File: config.mk
export PLATFORM = sky130hd
export DESIGN_NAME = frm_irq_unit
export DESIGN_NICKNAME = d
export VERILOG_FILES = /design/src/rtl/frm_irq_pkg.sv /design/src/rtl/frm_irq_ctrl.sv /design/src/rtl/frm_irq_evmap.sv /design/src/rtl/frm_irq_stat.sv /design/src/rtl/frm_irq_line.sv /design/src/rtl/frm_irq_unit.sv
export SDC_FILE = /design/constraint.sdc
export NUM_CORES = 1
export LEC_CHECK = 0
export ABC_AREA = 1
export BUFFER_PORTS_ARGS = -buffer_cell sky130_fd_sc_hd__buf_4
export CAP_MARGIN = 10
export CORE_AREA = 4 4 124 126
export CTS_CLUSTER_DIAMETER = 30
export CTS_CLUSTER_SIZE = 10
export DETAILED_ROUTE_END_ITERATION = 10
export DIE_AREA = 0 0 128 130
export PLACE_DENSITY = 0.7
export SYNTH_ARGS = -nofsm -noshare
export SYNTH_HDL_FRONTEND = slang
export SYNTH_SLANG_ARGS = --single-unit
File: constraint.sdc
create_clock -name clk -period 1.25 [get_ports clk]
set_input_delay 0.0625 -clock clk [delete_from_list [all_inputs] [get_ports clk]]
set_output_delay 0.0625 -clock clk [all_outputs]
set_load 0.01 [all_outputs]
File: src/rtl/frm_irq_pkg.sv
package frm_irq_pkg;

   localparam int unsigned REG_W = 32;
   localparam int unsigned CH_W  = 3;

   typedef enum logic [2:0] {
      EV_SOF      = 3'd0,
      EV_EOF      = 3'd1,
      EV_BRANCH   = 3'd2,
      EV_UNDERRUN = 3'd3,
      EV_BUSERR   = 3'd4
   } ev_kind_e;

   typedef enum logic [1:0] {
      RS_CTRL0 = 2'd0,
      RS_CTRL5 = 2'd1,
      RS_STAT0 = 2'd2,
      RS_STAT1 = 2'd3
   } reg_sel_e;

   // primary status bit positions
   localparam int unsigned P0_LDD  = 0;
   localparam int unsigned P0_SOF  = 1;
   localparam int unsigned P0_BERR = 2;
   localparam int unsigned P0_UNDR = 4;
   localparam int unsigned P0_QD   = 7;
   localparam int unsigned P0_EOF  = 8;
   localparam int unsigned P0_BS   = 9;
   localparam int unsigned P0_SINT = 10;
   localparam int unsigned BERR_CH_LO = 28;
   localparam int unsigned PRI_CLR_W  = 12;

   // main control bit positions
   localparam int unsigned C0_EN     = 0;
   localparam int unsigned C0_M_LDD  = 3;
   localparam int unsigned C0_M_SOF  = 4;
   localparam int unsigned C0_M_UNDR = 5;
   localparam int unsigned C0_M_EOF  = 6;
   localparam int unsigned C0_DISREQ = 10;
   localparam int unsigned C0_M_QD   = 11;
   localparam int unsigned C0_M_BS   = 20;
   localparam logic [REG_W-1:0] C0_WMASK = 32'h07FF_FFFF;

   // secondary group offsets relative to the channel number
   localparam int unsigned S_SOF_OFS  = 0;   // c - 1 + 1
   localparam int unsigned S_EOF_OFS  = 8;   // c + 7 + 1
   localparam int unsigned S_BS_OFS   = 16;  // c + 15 + 1
   localparam int unsigned S_UNDR_OFS = 24;  // c + 23 + 1

   function automatic logic [REG_W-1:0] chan_mask_bits(int unsigned n_ch);
      logic [REG_W-1:0] m;
      m = '0;
      for (int unsigned c = 1; c < n_ch; c++) begin
         m[c - 1 + S_SOF_OFS]  = 1'b1;
         m[c - 1 + S_EOF_OFS]  = 1'b1;
         m[c - 1 + S_BS_OFS]   = 1'b1;
         m[c - 1 + S_UNDR_OFS] = 1'b1;
      end
      return m;
   endfunction

endpackage

File: src/rtl/frm_irq_ctrl.sv
module frm_irq_ctrl
   import frm_irq_pkg::*;
#(
   parameter logic [REG_W-1:0] C5_WMASK = 32'h3F3F_3F3F
) (
   input  logic             clk,
   input  logic             rst_n,
   input  logic             wr_en,
   input  logic [1:0]       wr_sel,
   input  logic [REG_W-1:0] wr_data,
   input  logic             frame_end,
   output logic [REG_W-1:0] ctrl0_q,
   output logic [REG_W-1:0] ctrl5_q,
   output logic             qd_pulse,
   output logic             ldd_pulse
);

   logic wr_c0;
   logic wr_c5;

   assign wr_c0 = wr_en && (reg_sel_e'(wr_sel) == RS_CTRL0);
   assign wr_c5 = wr_en && (reg_sel_e'(wr_sel) == RS_CTRL5);

   // enable taken away by software
   assign qd_pulse  = wr_c0 && ctrl0_q[C0_EN] && !wr_data[C0_EN];
   // frame ends while a stop was requested
   assign ldd_pulse = frame_end && ctrl0_q[C0_EN] && ctrl0_q[C0_DISREQ];

   always_ff @(posedge clk or negedge rst_n) begin
      if (!rst_n) begin
         ctrl0_q <= '0;
         ctrl5_q <= '0;
      end else begin
         if (wr_c0) begin
            ctrl0_q <= wr_data & C0_WMASK;
         end else if (ldd_pulse) begin
            ctrl0_q[C0_EN] <= 1'b0;
         end
         if (wr_c5) begin
            ctrl5_q <= wr_data & C5_WMASK;
         end
      end
   end

endmodule

File: src/rtl/frm_irq_evmap.sv
module frm_irq_evmap
   import frm_irq_pkg::*;
#(
   parameter int unsigned NUM_CH = 7
) (
   input  logic             evt_valid,
   input  logic [2:0]       evt_kind,
   input  logic [CH_W-1:0]  evt_chan,
   input  logic             evt_sof_en,
   input  logic             evt_eof_en,
   input  logic [REG_W-1:0] ctrl0,
   input  logic [REG_W-1:0] ctrl5,
   output logic [REG_W-1:0] set0,
   output logic [REG_W-1:0] set1,
   output logic             notify
);

   ev_kind_e kind;
   logic     kind_rec;
   logic     chan_ok;
   logic     rec_ok;
   logic     berr_hit;

   logic [NUM_CH-1:0][REG_W-1:0] p_set_a;
   logic [NUM_CH-1:0][REG_W-1:0] s_set_a;
   logic [NUM_CH-1:0]            hit_a;
   logic [NUM_CH-1:0]            msk_a;

   assign kind    = ev_kind_e'(evt_kind);
   assign chan_ok = (32'(evt_chan) < NUM_CH);

   always_comb begin
      case (kind)
         EV_SOF:      kind_rec = evt_sof_en;
         EV_EOF:      kind_rec = evt_eof_en;
         EV_BRANCH,
         EV_UNDERRUN: kind_rec = 1'b1;
         default:     kind_rec = 1'b0;
      endcase
   end

   assign rec_ok   = evt_valid && chan_ok && kind_rec;
   assign berr_hit = evt_valid && chan_ok && (kind == EV_BUSERR);

   for (genvar g = 0; g < NUM_CH; g++) begin : g_ch
      logic [REG_W-1:0] ps;
      logic [REG_W-1:0] ss;
      logic             mk;

      assign hit_a[g] = rec_ok && (evt_chan == CH_W'(g));

      if (g == 0) begin : g_pri
         always_comb begin
            ps = '0;
            mk = 1'b1;
            if (hit_a[g]) begin
               case (kind)
                  EV_SOF:      begin ps[P0_SOF]  = 1'b1; mk = ctrl0[C0_M_SOF];  end
                  EV_EOF:      begin ps[P0_EOF]  = 1'b1; mk = ctrl0[C0_M_EOF];  end
                  EV_BRANCH:   begin ps[P0_BS]   = 1'b1; mk = ctrl0[C0_M_BS];   end
                  EV_UNDERRUN: begin ps[P0_UNDR] = 1'b1; mk = ctrl0[C0_M_UNDR]; end
                  default:     begin ps = '0; mk = 1'b1; end
               endcase
            end
         end
         assign ss = '0;
      end else begin : g_sec
         localparam int unsigned B_SOF  = g - 1 + S_SOF_OFS;
         localparam int unsigned B_EOF  = g - 1 + S_EOF_OFS;
         localparam int unsigned B_BS   = g - 1 + S_BS_OFS;
         localparam int unsigned B_UNDR = g - 1 + S_UNDR_OFS;
         always_comb begin
            ss = '0;
            mk = 1'b1;
            if (hit_a[g]) begin
               case (kind)
                  EV_SOF:      begin ss[B_SOF]  = 1'b1; mk = ctrl5[B_SOF];  end
                  EV_EOF:      begin ss[B_EOF]  = 1'b1; mk = ctrl5[B_EOF];  end
                  EV_BRANCH:   begin ss[B_BS]   = 1'b1; mk = ctrl5[B_BS];   end
                  EV_UNDERRUN: begin ss[B_UNDR] = 1'b1; mk = ctrl5[B_UNDR]; end
                  default:     begin ss = '0; mk = 1'b1; end
               endcase
            end
         end
         assign ps = '0;
      end

      assign p_set_a[g] = ps;
      assign s_set_a[g] = ss;
      assign msk_a[g]   = mk;
   end

   always_comb begin
      set0   = '0;
      set1   = '0;
      notify = berr_hit;
      for (int i = 0; i < int'(NUM_CH); i++) begin
         set0   = set0 | p_set_a[i];
         set1   = set1 | s_set_a[i];
         notify = notify | (hit_a[i] & ~msk_a[i]);
      end
      if (berr_hit) begin
         set0[P0_BERR] = 1'b1;
         set0[BERR_CH_LO +: CH_W] = evt_chan;
      end
   end

endmodule

File: src/rtl/frm_irq_stat.sv
module frm_irq_stat
   import frm_irq_pkg::*;
#(
   parameter int unsigned      FID_W       = 32,
   parameter logic [REG_W-1:0] S1_CLR_MASK = 32'h003E_3F3F
) (
   input  logic             clk,
   input  logic             rst_n,
   input  logic [REG_W-1:0] set0,
   input  logic [REG_W-1:0] set1,
   input  logic             notify,
   input  logic [FID_W-1:0] fid,
   input  logic             irq_now,
   input  logic             qd_pulse,
   input  logic             ldd_pulse,
   input  logic             wr_en,
   input  logic [1:0]       wr_sel,
   input  logic [REG_W-1:0] wr_data,
   output logic [REG_W-1:0] stat0_q,
   output logic [REG_W-1:0] stat1_q,
   output logic [FID_W-1:0] id_q
);

   logic [REG_W-1:0] clr0;
   logic [REG_W-1:0] clr1;
   logic [REG_W-1:0] ev0;

   always_comb begin
      clr0 = '0;
      clr1 = '0;
      if (wr_en && (reg_sel_e'(wr_sel) == RS_STAT0)) begin
         clr0[PRI_CLR_W-1:0] = wr_data[PRI_CLR_W-1:0];
         if (wr_data[P0_BERR]) begin
            clr0[BERR_CH_LO +: CH_W] = '1;
         end
      end
      if (wr_en && (reg_sel_e'(wr_sel) == RS_STAT1)) begin
         clr1 = wr_data & S1_CLR_MASK;
      end
   end

   always_comb begin
      ev0          = set0;
      ev0[P0_QD]   = set0[P0_QD]   | qd_pulse;
      ev0[P0_LDD]  = set0[P0_LDD]  | ldd_pulse;
      ev0[P0_SINT] = set0[P0_SINT] | (notify & irq_now);
   end

   always_ff @(posedge clk or negedge rst_n) begin
      if (!rst_n) begin
         stat0_q <= '0;
         stat1_q <= '0;
         id_q    <= '0;
      end else begin
         stat0_q <= (stat0_q & ~clr0) | ev0;
         stat1_q <= (stat1_q & ~clr1) | set1;
         if (notify && !irq_now) begin
            id_q <= fid;
         end
      end
   end

endmodule

File: src/rtl/frm_irq_line.sv
module frm_irq_line
   import frm_irq_pkg::*;
(
   input  logic             clk,
   input  logic             rst_n,
   input  logic [REG_W-1:0] stat0,
   input  logic [REG_W-1:0] stat1,
   input  logic [REG_W-1:0] ctrl0,
   input  logic [REG_W-1:0] ctrl5,
   output logic             irq_q
);

   localparam int unsigned N_SRC = 6;
   localparam int unsigned SRC_BIT [N_SRC] = '{P0_LDD, P0_SOF, P0_UNDR, P0_QD, P0_EOF, P0_BS};
   localparam int unsigned MSK_BIT [N_SRC] = '{C0_M_LDD, C0_M_SOF, C0_M_UNDR, C0_M_QD, C0_M_EOF, C0_M_BS};

   logic [N_SRC-1:0] pri_req;
   logic             sec_req;

   for (genvar i = 0; i < N_SRC; i++) begin : g_src
      assign pri_req[i] = stat0[SRC_BIT[i]] & ~ctrl0[MSK_BIT[i]];
   end

   assign sec_req = |(stat1 & ~ctrl5);

   always_ff @(posedge clk or negedge rst_n) begin
      if (!rst_n) begin
         irq_q <= 1'b0;
      end else begin
         irq_q <= (|pri_req) | sec_req;
      end
   end

endmodule

File: src/rtl/frm_irq_unit.sv
module frm_irq_unit
   import frm_irq_pkg::*;
#(
   parameter int unsigned      NUM_CH      = 7,
   parameter int unsigned      FID_W       = 32,
   parameter logic [REG_W-1:0] S1_CLR_MASK = 32'h003E_3F3F
) (
   input  logic             clk,
   input  logic             rst_n,
   input  logic             evt_valid,
   input  logic [2:0]       evt_kind,
   input  logic [2:0]       evt_chan,
   input  logic [FID_W-1:0] evt_fid,
   input  logic             evt_sof_en,
   input  logic             evt_eof_en,
   input  logic             frame_end,
   input  logic             wr_en,
   input  logic [1:0]       wr_sel,
   input  logic [31:0]      wr_data,
   output logic [31:0]      ctrl_main,
   output logic [31:0]      ctrl_chan,
   output logic [31:0]      stat_pri,
   output logic [31:0]      stat_sec,
   output logic [FID_W-1:0] irq_id,
   output logic             irq
);

   localparam logic [REG_W-1:0] C5_WMASK = chan_mask_bits(NUM_CH);

   if (NUM_CH < 1 || NUM_CH > 7) begin : g_bad_nch
      $error("frm_irq_unit: NUM_CH must lie in 1..7");
   end
   if (FID_W < 1 || FID_W > 32) begin : g_bad_fid
      $error("frm_irq_unit: FID_W must lie in 1..32");
   end

   logic [REG_W-1:0] set0;
   logic [REG_W-1:0] set1;
   logic             notify;
   logic             qd_pulse;
   logic             ldd_pulse;

   frm_irq_ctrl #(
      .C5_WMASK (C5_WMASK)
   ) u_ctrl (
      .clk       (clk),
      .rst_n     (rst_n),
      .wr_en     (wr_en),
      .wr_sel    (wr_sel),
      .wr_data   (wr_data),
      .frame_end (frame_end),
      .ctrl0_q   (ctrl_main),
      .ctrl5_q   (ctrl_chan),
      .qd_pulse  (qd_pulse),
      .ldd_pulse (ldd_pulse)
   );

   frm_irq_evmap #(
      .NUM_CH (NUM_CH)
   ) u_evmap (
      .evt_valid  (evt_valid),
      .evt_kind   (evt_kind),
      .evt_chan   (evt_chan),
      .evt_sof_en (evt_sof_en),
      .evt_eof_en (evt_eof_en),
      .ctrl0      (ctrl_main),
      .ctrl5      (ctrl_chan),
      .set0       (set0),
      .set1       (set1),
      .notify     (notify)
   );

   frm_irq_stat #(
      .FID_W       (FID_W),
      .S1_CLR_MASK (S1_CLR_MASK)
   ) u_stat (
      .clk       (clk),
      .rst_n     (rst_n),
      .set0      (set0),
      .set1      (set1),
      .notify    (notify),
      .fid       (evt_fid),
      .irq_now   (irq),
      .qd_pulse  (qd_pulse),
      .ldd_pulse (ldd_pulse),
      .wr_en     (wr_en),
      .wr_sel    (wr_sel),
      .wr_data   (wr_data),
      .stat0_q   (stat_pri),
      .stat1_q   (stat_sec),
      .id_q      (irq_id)
   );

   frm_irq_line u_line (
      .clk   (clk),
      .rst_n (rst_n),
      .stat0 (stat_pri),
      .stat1 (stat_sec),
      .ctrl0 (ctrl_main),
      .ctrl5 (ctrl_chan),
      .irq_q (irq)
   );

endmodule

After elaboration in Yosys (flattened, before gate mapping)
Index checks and enable logic that the tools add are counted.

storage, ports and cells
  register bits = 148
  input bits = 79
  word-level logic and storage cells = 134

operators by class
  $lt $le $gt $ge = 1
  eq/ne operators = 13
  multiplexer cells = 34
  bitwise operators = 51
  reductions and logical operators = 28

operator list
  kind                                count
  bitwise AND 32 bit                  3
  inverter 22 -> 32 bit               1
  inverter 30 -> 32 bit               1
  inverter 31 -> 32 bit               1
  OR 32 x 27 -> 32 bit                1
  OR 32 x 28 -> 32 bit                1
  OR 32 x 29 -> 32 bit                1
  OR 32 x 30 -> 32 bit                1
  OR 32 x 31 -> 32 bit                1
  OR 32 bit                           1
  OR reduction 32 bit                 1
  2-to-1 mux 30 bit                   1
  2-to-1 mux 29 bit                   1
  2-to-1 mux 28 bit                   1
  one-hot mux 1 bit (4 select lines)  7
  2-to-1 mux 27 bit                   1
  2-to-1 mux 26 bit                   1
  OR 25 x 26 -> 26 bit                1
  2-to-1 mux 25 bit                   1
  2-to-1 mux 22 bit                   1
  logical AND 1 bit                   19
  bitwise AND 1 bit                   14
  2-to-1 mux 1 bit                    14
  inverter 1 bit                      13
  other kinds (18)                    39

Longest topological paths before layout
  depth after elaboration = 18
  depth in mapped cells = 15
  depth with buffers taken out = 14

By module
A second synthesis with hierarchy kept.

unflattened totals
  cells, all modules = 877
  area, all modules = 7134.3 um^2

by module, submodules not included
  module         instances  cells each  area each (um^2)  seq. area each (um^2)
  frm_irq_stat   1          371         3697.3            2402.3
  frm_irq_ctrl   1          217         2134.5            1276.2
  frm_irq_evmap  1          182         869.6             0.0
  frm_irq_line   1          107         432.9             25.0

Worst setup path after synthesis
Ideal clock, no wire load.

  path type = in2reg
  start point = input evt_kind[1]
  end point = register u_stat.id_q[22]
  library setup time = 0.117 ns
  arrival time = 1.290 ns
  required time = 1.133 ns
  path slack = -0.157 ns
  stages = 14
  buffers on the path = 2
  path through = buf_4 -> nor2_8 -> nand2_1 -> nor2_1 -> nor2_1 -> nand2_1 -> nand2_1 -> nor2_1 -> nand2_1 -> nand2_1 -> nand2_2 -> buf_4 -> nand3_1 -> nand2_1

on the way
  word-level cells in the longest chain between the ends = 16
  elaborated cells between the ends (all ways) = 52
  classes of those cells = 4 x eq/ne; 15 x mux; 21 x bitwise; 12 x reduce/logical

ends and longest elaborated chain
  element                             RTL line                                                       RTL
  start: declaration                  frm_irq_unit.sv:11                                             input logic [2:0] evt_kind,
  == test 3 x 2 -> 1 bit              frm_irq_evmap.sv:33, frm_irq_evmap.sv:57, frm_irq_evmap.sv:76
  OR reduction 2 bit                  frm_irq_evmap.sv:33                                            case (kind)
  one-hot mux 1 bit (3 select lines)  frm_irq_evmap.sv:33
  logical AND 1 bit                   frm_irq_evmap.sv:42                                            assign rec_ok = evt_valid && chan_ok && kind_rec;
  logical AND 1 bit                   frm_irq_evmap.sv:50                                            assign hit_a[g] = rec_ok && (evt_chan == CH_W'(g));
  2-to-1 mux 1 bit                    frm_irq_evmap.sv:56                                            if (hit_a[g]) begin
  inverter 1 bit                      frm_irq_evmap.sv:100                                           notify = notify | (hit_a[i] & ~msk_a[i]);
  bitwise AND 1 bit                   frm_irq_evmap.sv:100
  OR 1 bit (6 in series)              frm_irq_evmap.sv:100
  OR 1 bit (*)                        frm_irq_evmap.sv:100
  logical AND 1 bit (*)               frm_irq_stat.sv:57                                             if (notify && !irq_now) begin
  end signal: assignment              frm_irq_stat.sv:58                                             id_q <= fid;
  end: declaration                    frm_irq_stat.sv:21                                             output logic [FID_W-1:0] id_q

Every way passes the cells marked *; elsewhere a longest branch is shown, timed or not.
A chain may end at the register's enable or synchronous reset.

Worst setup path in the final report
  start point = register u_ctrl.ctrl5_q[27]
  end point = register u_stat.id_q[16]

on the way
  word-level cells in the longest chain between the ends = 8

ends and longest elaborated chain
  element                             RTL line              RTL
  start: declaration                  frm_irq_ctrl.sv:13    output logic [REG_W-1:0] ctrl5_q,
  start signal: assignment            frm_irq_ctrl.sv:40    ctrl5_q <= wr_data & C5_WMASK;
  one-hot mux 1 bit (4 select lines)  frm_irq_evmap.sv:76   case (kind)
  2-to-1 mux 1 bit                    frm_irq_evmap.sv:75   if (hit_a[g]) begin
  inverter 1 bit                      frm_irq_evmap.sv:100
  bitwise AND 1 bit                   frm_irq_evmap.sv:100
  OR 1 bit (3 in series)              frm_irq_evmap.sv:100
  logical AND 1 bit                   frm_irq_stat.sv:57

No other way between the ends.

==> metrics.md <==
| Metric | Value |
|---|---|
| Status | finished, violations left |
| Failing checks | setup timing |
| Clk Latency, worst-skew pair | 0.42 ns |
| Worst-path clk slew | 0.06 ns |
| Unrepaired setup endpoints after global routing | yes |
| Worst EP required | 1.54 ns |
| Final core occ | 62.4% |
| Final worst slack | -0.294 ns |
| Tmin final | 1.54 ns |
| Crit end category | flip-flop |
| Worst-margin pin slew | 0.712 ns |
| VDD IR max | 0.917 mV |
| Initial antenna violation count | 0 |
| Largest net degree at the start of global routing | 72 |
| Initial Util | 39.0% |
| FF+latch count, synth | 123 |
| Worst rel slew slack | 52.5% |
| Max cap viols | 0 |
| Hold Path Class | input pin to flip-flop |
| Clk_skew | 0.00606 ns |
| Layout filler cell count | 1,229 |
| Leading post-synthesis cells by cell area | dfrtp_1 (55%), nand2_1 (11%), o21ai_0 (9.8%) |
| Final Setup Violations | 34 |
| Share of cells above drive strength 1 | 33.7% |
| Antenna viol nets, final | 0 |
| Final GP Congestion | 0.990 |
| Area growth syn-to-layout | 59.9% |
| Core area | 0.0143 mm² |
| P_leak | 4.82 nW |
| # DRC | 0 |
| Crit share post-route | 123% |
| Vias in the first global route | 5,594 |
| Vias | 5,609 |
| Slowest stage delay, CP | 0.39 ns |
| Die width | 128 µm |
| Post-DR vias/cell | 4.77 |
| CTS Root Buffer Type | clkbuf_16 |
| Row cnt | 44 |
| All-layer global routing usage | 23.8% |
| Max frequency | 648 MHz |
| CP Max Fanout | 15 |
| Die Area | 0.0166 mm² |
| ANT cells | 0 |
| Max Buffers Root-to-Sink | 2 |
| FFs w/ async S/R, synth | 100% |
| Synth Cell Area | 0.00559 mm² |
| Post-DP HPWL | 14,300 µm |
| Cell Count, Final, Fillers Out | 1,177 |
| Hold_ws | 0.0500 ns |
| First-pass GRT wire length | 30,200 µm |
| Final hold vios | 0 |
| Ys flop type | dfrtp_1 |
| Clock Sinks | 123 |
| CP delay by family, top | simple AND/OR/NAND/NOR gates |
| Netlist cell types | 28 |
| Bufs and invs on worst path | 1 |
| I/O Buffers | 199 |
| Crit path kind | flip-flop to flip-flop |
| Final slew viol count | 0 |
| PwrDens | 1340 mW/mm² |
| CTS Buf Count | 17 |
| Worst EP arrival | 1.83 ns |
| Slowest-stage cell, CP | dfrtp_1 |
| Most frequent CP cell | nand2_1 |
| Final wirelength | 19,800 µm |
| Placed Cells | 1,082 |
| Wire per inst | 16.8 µm |
| Drt first pass iters | 6 |
| Seq/Total Area, Yosys | 55.1% |
| TritonCTS clock tree | done |
| Total grt overflow | 0 |
| Synth warn | 0 |
| Synth area leader | dfrtp_1 |
| Die height | 130 µm |
| Nets | 1,060 |
| Post-synth EDFFs | 0 |
| I/O pin count | 240 |
| Commonest cells in the netlist | nand2_1 (163), dfrtp_1 (123), o21ai_0 (109), inv_1 (68), nand3_1 (55) |
| CP cell instances | nand4_1, nand2_1, nor2_1, nand2_1, nand2_1, nor2_1, nand2_1, nand2_2, nand2_4, nand2_4, buf_12, nand2_1, nand2_1 |
| Synthesized instance count | 648 |
| CP Launch Type | flip-flop |
| Most common cell in the netlist | nand2_1 |
| H-tree depth | 4 |
| Avg Cell Area, Syn | 8.62 µm² |
| Initial DRC count | 342 |
| Share of the synthesized area in the top cell type | 55.1% |
[worst register-to-register path, stage by stage (launching register included)]
cell     delay [ns]
dfrtp_1        0.39
nand4_1        0.09
nand2_1        0.05
nor2_1         0.09
nand2_1        0.08
nand2_1        0.06
nor2_1         0.03
nand2_1        0.07
nand2_2        0.06
nand2_4        0.12
nand2_4        0.09
buf_12         0.15
nand2_1        0.06
nand2_1        0.07
[state kept, by name, indices dropped and copies added, names as in the netlist]
register and cells:
u_line.irq_q 1, u_ctrl.ctrl0_q 27, u_stat.stat1_q 24, u_ctrl.ctrl5_q 24, u_stat.id_q 32, u_stat.stat0_q 15
[logic make-up (layout without fill, tap and decap cells)]
family / count (synthesis) / in the layout / synth area share [%]
other: 1 / 38 / 0.0671
muxes: 2 / 2 / 0.403
and+or+nand+nor: 260 / 260 / 20.0
AOI/OAI and AO/OA: 128 / 128 / 12.1
DFF: 123 / 123 / 55.1
buffers and inverters: 134 / 442 / 12.4
[metrics by stage]
| stage | cell area [µm²] | power, mW | setup WS (ns) | setup TNS (ns) |
|---|---|---|---|---|
| 2_1_floorplan | 5730 | 5.63 | -0.151 | -4.72 |
| 3_3_place_gp | 7670 | 7.11 | -0.521 | -21.33 |
| 3_5_place_dp | 7670 | 7.14 | -0.547 | -21.66 |
| 4_1_cts | 8890 | 12.0 | -0.264 | -8.06 |
| 5_1_grt | 8930 | 12.5 | -0.431 | -12.93 |
| 6_report | 8930 | 12.0 | -0.294 | -8.35 |
[final timing paths]
path,depth (start not counted),from,slack [ns],to
worst max-delay path,13,u_ctrl.ctrl5_q[27]$_DFFE_PN0P_,-0.29,u_stat.id_q[16]$_DFFE_PN0P_
worst min-delay path,4,wr_data[0],0.05,u_stat.stat0_q[7]$_DFF_PN0_
worst max register to register,13,u_ctrl.ctrl5_q[27]$_DFFE_PN0P_,-0.29,u_stat.id_q[16]$_DFFE_PN0P_
worst min register to register,2,u_stat.id_q[25]$_DFFE_PN0P_,0.47,u_stat.id_q[25]$_DFFE_PN0P_
max in group asynchronous,3,rst_n,0.69,u_ctrl.ctrl5_q[17]$_DFFE_PN0P_
min in group asynchronous,3,rst_n,0.20,u_stat.id_q[5]$_DFFE_PN0P_
[what timing repair did]
item,4_1_cts,5_1_grt
gates resized for setup,12,13
pin swaps,4,3
hold buffers,62,0
hold endpoints to repair,206,0
setup endpoints to repair,34,35
buffers inserted,2,2
cloned,0,0
[cells in the final DEF (no fill, tap or decap), drive strengths merged]
master and n:
mux2 2, a22o 1, o2111ai 2, nor3 5
o21ai 109, or2 3, o22ai 7, nor2 24
clkinv 4, nand2 166, inv 73, o21bai 2
clkbuf 24, conb 38, dfrtp 123, nand3 57
bufinv 1, nand4 5, dlygate4sd3 62, o31ai 1
buf 276, a21oi 4, a221oi 2, clkinvlp 2
[power breakdown]
group / switching (mW) / total (mW) / internal [mW]
Combinational: 1.29 / 2.64 / 1.35
Sequential: 0.283 / 4.67 / 4.39
Clock: 1.73 / 4.65 / 2.92
[routing by layer]
metal	track usage, %	vias to the layer above	wire length [µm]
met5	0	-	0
met2	40.4	251	9780
met1	29.4	2644	7990
li1	-	2691	-
met3	7.16	23	1790
met4	7.37	0	282
[area by class of cell]
cell class / instances / area [µm²] / share of cell area (%)
clock buffers: 24 / 492 / 5.50
clock inverters: 7 / 65.1 / 0.728
inverters: 73 / 274 / 3.07
multi-input cells: 428 / 2000 / 22.4
flip-flops and latches: 123 / 3080 / 34.4
well taps: 184 / 230 / 2.58
repair buffers: 338 / 2790 / 31.3
Power figures use the tool's default switching activity.
